### config.mk
export PLATFORM = sky130hd
export DESIGN_NAME = host_pixel_port
export DESIGN_NICKNAME = d
export VERILOG_FILES = /design/src/rtl/hpp_pkg.sv /design/src/rtl/hpp_frame_ctr.sv /design/src/rtl/hpp_cfg_hold.sv /design/src/rtl/hpp_unpack.sv /design/src/rtl/hpp_pack.sv /design/src/rtl/host_pixel_port.sv
export SDC_FILE = /design/constraint.sdc
export NUM_CORES = 1
export LEC_CHECK = 0
export ABC_AREA = 0
export BUFFER_PORTS_ARGS = -buffer_cell sky130_fd_sc_hd__buf_2
export CAP_MARGIN = 0
export CORE_AREA = 3 3 175 262
export DETAILED_ROUTE_END_ITERATION = 10
export DIE_AREA = 0 0 178 265
export PLACE_DENSITY = 0.5
export SYNTH_ARGS = -nofsm -noshare
export SYNTH_HDL_FRONTEND = slang
export SYNTH_HIERARCHICAL = 1
export SYNTH_SLANG_ARGS = --single-unit
### constraint.sdc
create_clock -name clk -period 7.9 [get_ports clk]
set_clock_uncertainty 0.15 [all_clocks]
set_input_delay 0.395 -clock clk [delete_from_list [all_inputs] [get_ports clk]]
set_output_delay 0.395 -clock clk [all_outputs]
set_load 0.01 [all_outputs]
### src/rtl/hpp_pkg.sv
package hpp_pkg;

   typedef enum logic [1:0] {
      BUS_8  = 2'd0,
      BUS_16 = 2'd1,
      BUS_32 = 2'd2
   } bus_sel_e;

   localparam int unsigned WORD_BYTES = 4;
   localparam int unsigned CONT_W     = 16;

   // bytes moved per bus beat
   function automatic logic [2:0] bus_bytes(input logic [1:0] sel);
      case (sel)
         BUS_8:   return 3'd1;
         BUS_16:  return 3'd2;
         default: return 3'd4;
      endcase
   endfunction

   // bytes used by one sample container
   function automatic logic [2:0] cont_bytes(input logic [2:0] sel);
      return (sel == 3'd0) ? 3'd1 : 3'd2;
   endfunction

   // significant bits of one sample
   function automatic logic [4:0] smp_bits(input logic [2:0] sel);
      case (sel)
         3'd0:    return 5'd8;
         3'd1:    return 5'd10;
         3'd2:    return 5'd12;
         3'd3:    return 5'd14;
         default: return 5'd16;
      endcase
   endfunction

endpackage

### src/rtl/hpp_frame_ctr.sv
module hpp_frame_ctr #(
   parameter int unsigned DIM_W = 12
) (
   input  logic             clk,
   input  logic             rst_n,
   input  logic             step,
   input  logic [DIM_W-1:0] cols,
   input  logic [DIM_W-1:0] rows,
   output logic             at_origin,
   output logic             is_last
);
   localparam logic [DIM_W-1:0] ONE = DIM_W'(1);

   logic [DIM_W-1:0] col_q;
   logic [DIM_W-1:0] row_q;
   logic             col_end;

   assign col_end   = (col_q == cols - ONE);
   assign is_last   = col_end && (row_q == rows - ONE);
   assign at_origin = (col_q == '0) && (row_q == '0);

   always_ff @(posedge clk) begin
      if (!rst_n) begin
         col_q <= '0;
         row_q <= '0;
      end else if (step) begin
         if (is_last) begin
            col_q <= '0;
            row_q <= '0;
         end else if (col_end) begin
            col_q <= '0;
            row_q <= row_q + ONE;
         end else begin
            col_q <= col_q + ONE;
         end
      end
   end
endmodule

### src/rtl/hpp_cfg_hold.sv
module hpp_cfg_hold #(
   parameter int unsigned DIM_W = 12
) (
   input  logic             clk,
   input  logic             rst_n,
   input  logic             idle,
   input  logic [DIM_W-1:0] live_cols,
   input  logic [DIM_W-1:0] live_rows,
   input  logic [1:0]       live_bus,
   input  logic [2:0]       live_smp,
   output logic [DIM_W-1:0] eff_cols,
   output logic [DIM_W-1:0] eff_rows,
   output logic [1:0]       eff_bus,
   output logic [2:0]       eff_smp
);
   logic [DIM_W-1:0] cols_q;
   logic [DIM_W-1:0] rows_q;
   logic [1:0]       bus_q;
   logic [2:0]       smp_q;

   // live values pass through while idle; the snapshot is frozen otherwise
   assign eff_cols = idle ? live_cols : cols_q;
   assign eff_rows = idle ? live_rows : rows_q;
   assign eff_bus  = idle ? live_bus  : bus_q;
   assign eff_smp  = idle ? live_smp  : smp_q;

   always_ff @(posedge clk) begin
      if (!rst_n) begin
         cols_q <= DIM_W'(1);
         rows_q <= DIM_W'(1);
         bus_q  <= 2'd2;
         smp_q  <= 3'd0;
      end else begin
         cols_q <= eff_cols;
         rows_q <= eff_rows;
         bus_q  <= eff_bus;
         smp_q  <= eff_smp;
      end
   end
endmodule

### src/rtl/hpp_unpack.sv
module hpp_unpack
   import hpp_pkg::*;
#(
   parameter int unsigned DIM_W = 12
) (
   input  logic             clk,
   input  logic             rst_n,
   input  logic [DIM_W-1:0] cfg_cols,
   input  logic [DIM_W-1:0] cfg_rows,
   input  logic [1:0]       cfg_bus,
   input  logic [2:0]       cfg_smp,
   input  logic             hw_stb,
   input  logic [31:0]      hw_data,
   output logic             hw_rdy,
   output logic             px_valid,
   input  logic             px_ready,
   output logic [15:0]      px_data,
   output logic             px_sof,
   output logic             px_eof
);
   logic [31:0]      acc_q;
   logic [2:0]       nb_q;
   logic             at_origin, is_last, idle;
   logic [DIM_W-1:0] e_cols, e_rows;
   logic [1:0]       e_bus;
   logic [2:0]       e_smp;
   logic [2:0]       bb, cb;
   logic [4:0]       sw;
   logic [15:0]      c16;
   logic [31:0]      aligned, placed;
   logic             wr_fire, emit;

   assign idle = (nb_q == 3'd0) && at_origin;

   hpp_cfg_hold #(.DIM_W(DIM_W)) i_hold (
      .clk(clk), .rst_n(rst_n), .idle(idle),
      .live_cols(cfg_cols), .live_rows(cfg_rows),
      .live_bus(cfg_bus), .live_smp(cfg_smp),
      .eff_cols(e_cols), .eff_rows(e_rows),
      .eff_bus(e_bus), .eff_smp(e_smp)
   );

   hpp_frame_ctr #(.DIM_W(DIM_W)) i_ctr (
      .clk(clk), .rst_n(rst_n), .step(emit),
      .cols(e_cols), .rows(e_rows),
      .at_origin(at_origin), .is_last(is_last)
   );

   assign bb = bus_bytes(e_bus);
   assign cb = cont_bytes(e_smp);
   assign sw = smp_bits(e_smp);

   assign hw_rdy   = (nb_q < cb);
   assign px_valid = (nb_q >= cb);
   assign wr_fire  = hw_stb && hw_rdy;
   assign emit     = px_valid && px_ready;

   // container sits at the top of the accumulator, MSB aligned
   assign c16     = (cb == 3'd1) ? {acc_q[31:24], 8'h00} : acc_q[31:16];
   assign px_data = c16 >> (5'd16 - sw);
   assign px_sof  = at_origin;
   assign px_eof  = is_last;

   // active low lanes move to the top, then below the bytes already held
   assign aligned = hw_data << {(3'd4 - bb), 3'b000};
   assign placed  = aligned >> {nb_q, 3'b000};

   always_ff @(posedge clk) begin
      if (!rst_n) begin
         acc_q <= '0;
         nb_q  <= '0;
      end else if (wr_fire) begin
         acc_q <= acc_q | placed;
         nb_q  <= nb_q + bb;
      end else if (emit) begin
         if (is_last) begin
            acc_q <= '0;
            nb_q  <= '0;
         end else begin
            acc_q <= acc_q << {cb, 3'b000};
            nb_q  <= nb_q - cb;
         end
      end
   end
endmodule

### src/rtl/hpp_pack.sv
module hpp_pack
   import hpp_pkg::*;
#(
   parameter int unsigned DIM_W = 12
) (
   input  logic             clk,
   input  logic             rst_n,
   input  logic [DIM_W-1:0] cfg_cols,
   input  logic [DIM_W-1:0] cfg_rows,
   input  logic [1:0]       cfg_bus,
   input  logic [2:0]       cfg_smp,
   input  logic             px_valid,
   output logic             px_ready,
   input  logic [15:0]      px_data,
   input  logic             hr_stb,
   output logic             hr_valid,
   output logic [31:0]      hr_data,
   output logic             hr_last
);
   logic [31:0]      acc_q, acc_mid, ins, placed;
   logic [2:0]       nb_q, nb_mid, consume;
   logic             flush_q;
   logic             at_origin, is_last, idle;
   logic [DIM_W-1:0] e_cols, e_rows;
   logic [1:0]       e_bus;
   logic [2:0]       e_smp;
   logic [2:0]       bb, cb;
   logic [4:0]       sw;
   logic [15:0]      c16;
   logic             take, rd_fire;

   assign idle = (nb_q == 3'd0) && at_origin && !flush_q;

   hpp_cfg_hold #(.DIM_W(DIM_W)) i_hold (
      .clk(clk), .rst_n(rst_n), .idle(idle),
      .live_cols(cfg_cols), .live_rows(cfg_rows),
      .live_bus(cfg_bus), .live_smp(cfg_smp),
      .eff_cols(e_cols), .eff_rows(e_rows),
      .eff_bus(e_bus), .eff_smp(e_smp)
   );

   hpp_frame_ctr #(.DIM_W(DIM_W)) i_ctr (
      .clk(clk), .rst_n(rst_n), .step(take),
      .cols(e_cols), .rows(e_rows),
      .at_origin(at_origin), .is_last(is_last)
   );

   assign bb = bus_bytes(e_bus);
   assign cb = cont_bytes(e_smp);
   assign sw = smp_bits(e_smp);

   assign px_ready = !flush_q && ((nb_q + cb) <= 3'd4);
   assign hr_valid = (nb_q >= bb) || (flush_q && (nb_q != 3'd0));
   assign hr_last  = flush_q && (nb_q <= bb);
   assign hr_data  = acc_q >> {(3'd4 - bb), 3'b000};

   assign take    = px_valid && px_ready;
   assign rd_fire = hr_stb && hr_valid;

   // a read drains one word (or what is left of it) before any insertion
   assign consume = !rd_fire ? 3'd0 : ((nb_q < bb) ? nb_q : bb);
   assign nb_mid  = nb_q - consume;
   assign acc_mid = rd_fire ? (acc_q << {bb, 3'b000}) : acc_q;

   assign c16    = px_data << (5'd16 - sw);
   assign ins    = (cb == 3'd1) ? {c16[15:8], 24'h0} : {c16, 16'h0};
   assign placed = ins >> {nb_mid, 3'b000};

   always_ff @(posedge clk) begin
      if (!rst_n) begin
         acc_q   <= '0;
         nb_q    <= '0;
         flush_q <= 1'b0;
      end else begin
         acc_q <= take ? (acc_mid | placed) : acc_mid;
         nb_q  <= nb_mid + (take ? cb : 3'd0);
         if (take && is_last)
            flush_q <= 1'b1;
         else if (rd_fire && hr_last)
            flush_q <= 1'b0;
      end
   end
endmodule

### src/rtl/host_pixel_port.sv
module host_pixel_port #(
   parameter int unsigned DIM_W  = 12,
   parameter int unsigned BUS_W  = 32,
   parameter int unsigned PIX_W  = 16
) (
   input  logic             clk,
   input  logic             rst_n,
   input  logic [DIM_W-1:0] cfg_cols,
   input  logic [DIM_W-1:0] cfg_rows,
   input  logic [1:0]       cfg_bus,
   input  logic [2:0]       cfg_smp,
   input  logic             hw_stb,
   input  logic [BUS_W-1:0] hw_data,
   output logic             hw_rdy,
   output logic             po_valid,
   input  logic             po_ready,
   output logic [PIX_W-1:0] po_data,
   output logic             po_sof,
   output logic             po_eof,
   input  logic             pi_valid,
   output logic             pi_ready,
   input  logic [PIX_W-1:0] pi_data,
   input  logic             hr_stb,
   output logic             hr_valid,
   output logic [BUS_W-1:0] hr_data,
   output logic             hr_last
);
   generate
      if (BUS_W != 32) begin : g_bad_bus
         $error("host_pixel_port: BUS_W must be 32");
      end
      if (PIX_W != 16) begin : g_bad_pix
         $error("host_pixel_port: PIX_W must be 16");
      end
      if (DIM_W < 2 || DIM_W > 16) begin : g_bad_dim
         $error("host_pixel_port: DIM_W must be 2..16");
      end
   endgenerate

   hpp_unpack #(.DIM_W(DIM_W)) i_unpack (
      .clk(clk), .rst_n(rst_n),
      .cfg_cols(cfg_cols), .cfg_rows(cfg_rows),
      .cfg_bus(cfg_bus), .cfg_smp(cfg_smp),
      .hw_stb(hw_stb), .hw_data(hw_data), .hw_rdy(hw_rdy),
      .px_valid(po_valid), .px_ready(po_ready), .px_data(po_data),
      .px_sof(po_sof), .px_eof(po_eof)
   );

   hpp_pack #(.DIM_W(DIM_W)) i_pack (
      .clk(clk), .rst_n(rst_n),
      .cfg_cols(cfg_cols), .cfg_rows(cfg_rows),
      .cfg_bus(cfg_bus), .cfg_smp(cfg_smp),
      .px_valid(pi_valid), .px_ready(pi_ready), .px_data(pi_data),
      .hr_stb(hr_stb), .hr_valid(hr_valid), .hr_data(hr_data),
      .hr_last(hr_last)
   );
endmodule

==> impl_metrics.yaml <==
outcome:
  status: "completed"
critical_path:
  critPathLaunchType: "flop"
  path_class: "flop to flop"
  critPathCaptureType: "flop"
  rr_worst_depth: 21
  cp.required_ps: 8130
  cp_max_fo: 55
  critPathArrivalTime_ps: 7190
timing:
  tightest_slew_ps: 1160
  drv_slew: 0
  setup_tns_ps: 0
  finalCriticalPeriod_ps: 6970
  fin_crit_sh_pct: 88.2
  setup_violations: 0
  slew_headroom_pct: 22.4
  finalHoldViolations: 0
  rsz0062_at_grt: "false"
  hold_ws_ps: 114
  maxClockFrequency_mhz: 144
placed_design:
  place.detailed.hpwl_um: 29400
  placed_cell_area_mm2: 0.0141
  io_buffers: 137
  gp_congestion: 0.825
power_and_ir_drop:
  clockPowerShare_pct: 12.0
  p_int_w: 0.00363
  p_leak_nw: 5.62
  switching_share_pct: 50.0
  peakVddDrop_mv: 0.246
  combPwrFrac_pct: 70.0
  power_frac_seq_pct: 18.0
  power_density_mw_per_mm2: 492
  power.switching_w: 0.00362
finish:
  drive_above_1_share_pct: 21.3
  layout_commonest_cell: "dfxtp_1"
  nets: 1697
  finish.utilization_pct: 33.6
  final_design_area_no_fill_mm2: 0.0147
  layout_common_cells: "dfxtp_1 (177), buf_2 (136), nor2_1 (112)"
  syn_to_final_growth_pct: 12.5
clock_tree:
  cts_htree_levels: 4
  clk_path_buf_depth: 2
  clk_latency_ps: 460
  clock-root-buffer: "clkbuf_16"
  post_cts_buffers: 0
  path_clk_slew_ps: 80
  cts_tree: "built"
  cts_hold_buf: 0
  cts_buffers: 17
  cts.sink_count: 177
  ctsResizeCount: 0
logic_synthesis:
  synth_edf_count: 0
  synth_top_area_share_pct: 27.1
  synthCells: 1520
  synth_area_leader_cell: "dfxtp_1"
  synth_nets: 1629
  synth_area_leaders: "dfxtp_1 (27%), mux2i_1 (6.0%), mux2_2 (4.5%)"
  synth-async-reset-ratio_pct: 0
  ys_types: 96
  synth-seq-area-share_pct: 27.1
  synth.avg_cell_area_um2: 8.62
  syn_area_mm2: 0.0131
  synthFlopType: "dfxtp_1"
  ys_ff_latch: 177
  yosys_warnings: 6
grt:
  grt_pass1_wl_um: 62600
  grt_max_degree: 76
  antenna_found_initial: 3
  grt_pass1_vias: 11200
  grt_overflow: 0
  grt_usage_pct: 16.4
drt:
  dr.pass1.iters: 7
  wl_per_cell_um: 17.9
  vias: 11600
  drt_first_iter_violations: 702
  viasPerCell: 5.34
  antenna_left: 0
  wl_um: 39000
  drc: 0
floorplan:
  rows: 94
  dieArea_mm2: 0.0472
  dieWidth_um: 178
  core_mm2: 0.0439
  die-height_um: 265
  io_pins: 138
  start_util_pct: 29.9
hold_path:
  min_path_cells: 3
  hp-class: "input port to flop"
run:
  maxCapViolCount: 0
==> cell families (layout without fill, tap and decap cells) <==
kind of cell               after synthesis  in the layout  share of synthesized area (%)
AOI/OAI and AO/OA                      321            321                           17.9
xor gates and xnor gates                82             82                           5.59
adders and majority gates               26             26                           2.71
buffers and inverters                  152            233                           5.24
DFF                                    177            177                           27.1
muxes                                  168            168                           15.5
other                                    0              1                              0
and+or+nand+nor                        594            594                           26.1
==> cells in the mapped netlist, drive strengths merged (9+ instances only) <==
cell    number
nand3       33
a31oi       17
mux2i       78
or4b        10
mux4        12
clkbuf      66
and2        95
nor4b       12
ha          22
or3         13
nand4       16
o32ai       11
nand2       87
o21a        14
o31ai       15
nand3b      14
nor2       116
nor3b       16
xnor2       47
nand4b       9
a22oi       11
o22ai       13
or4         12
mux2        78
a21boi       9
and3        15
nor2b       19
a21o        11
a21oi       61
a22o        16
nand2b      11
inv         48
or3b         9
dfxtp      177
xor2        34
or2         17
nor4        28
a211oi      16
o211ai      11
o21ai       58
buf         38
nor3        46
==> metrics by stage <==
step / std cells / power (W) / setup slack [ps]
global route: 2177 / 0.00784 / 250
finish: 2178 / 0.00725 / 934
CTS: 2177 / 0.00731 / 866
global placement: 2145 / 0.00636 / 927
detailed placement: 2145 / 0.00641 / 923
floorplan: 1520 / 0.00519 / 1400
==> sequential cells by signal, indices dropped and copies added (netlist names) <==
name / flops
i_unpack/acc_q: 32
i_unpack/i_hold/bus_q: 2
i_pack/i_ctr/col_q: 12
i_pack/acc_q: 32
i_unpack/nb_q: 3
i_pack/i_hold/rows_q: 12
i_pack/i_hold/smp_q: 3
i_unpack/i_ctr/row_q: 12
i_unpack/i_hold/rows_q: 12
i_pack/i_ctr/row_q: 12
i_pack/i_hold/bus_q: 2
i_pack/flush_q: 1
i_unpack/i_hold/smp_q: 3
i_pack/i_hold/cols_q: 12
i_pack/nb_q: 3
i_unpack/i_hold/cols_q: 12
i_unpack/i_ctr/col_q: 12
==> path summary, 6_finish.rpt <==
| check | start | endpoint | slack, ps |
|---|---|---|---|
| setup reg to reg | i_pack/i_ctr/row_q[0] | i_pack/acc_q[12] | 930 |
| hold / removal | hw_data[8] | i_unpack/acc_q[8] | 110 |
| hold reg to reg | i_unpack/acc_q[7] | i_unpack/acc_q[7] | 360 |
| setup / recovery | i_pack/i_ctr/row_q[0] | i_pack/acc_q[12] | 930 |
==> critical path, stage by stage (launching register included) <==
cell and delay, ps:
dfxtp_1 360, inv_1 130, ha_1 160, nor4b_1 320, nand4_1 130, nor4_1 350
nor3b_2 630, mux2_4 590, inv_1 140, ha_1 330, a21oi_1 260, nand2_1 170
o21ai_2 150, buf_4 330, a21oi_1 80, ha_1 200, fa_1 910, inv_1 470
nor3_1 530, nand2_1 100, a31o_2 260, a21oi_1 110
==> layer usage <==
layer | GRT usage [%] | up-vias | routed length (µm)
li1 | - | 5711 | -
met1 | 20.0 | 5593 | 16500
met2 | 29.4 | 269 | 20200
met3 | 2.24 | 52 | 1370
met4 | 5.31 | 4 | 868
met5 | 0 | - | 27
==> power by group through the flow <==
stage / Combinational (W) / Clock (W) / Sequential, W
final: 0.00508 / 0.000868 / 0.00131
after global routing: 0.00556 / 0.000932 / 0.00134
after CTS: 0.00510 / 0.000899 / 0.00131
after detailed placement: 0.00507 / 0 / 0.00133
after global placement: 0.00503 / 0 / 0.00132
after floorplan: 0.00394 / 0 / 0.00125
==> area by class of cell <==
type	count	area, µm²
diodes	1	2.50
clock buffers	18	439
clock inverters	14	156
fillers	4621	29100
inverters	48	180
multi-input cells	1191	8880
flip-flops and latches	177	3540
well taps	576	721
repair buffers	153	808
Power figures use the tool's default switching activity.
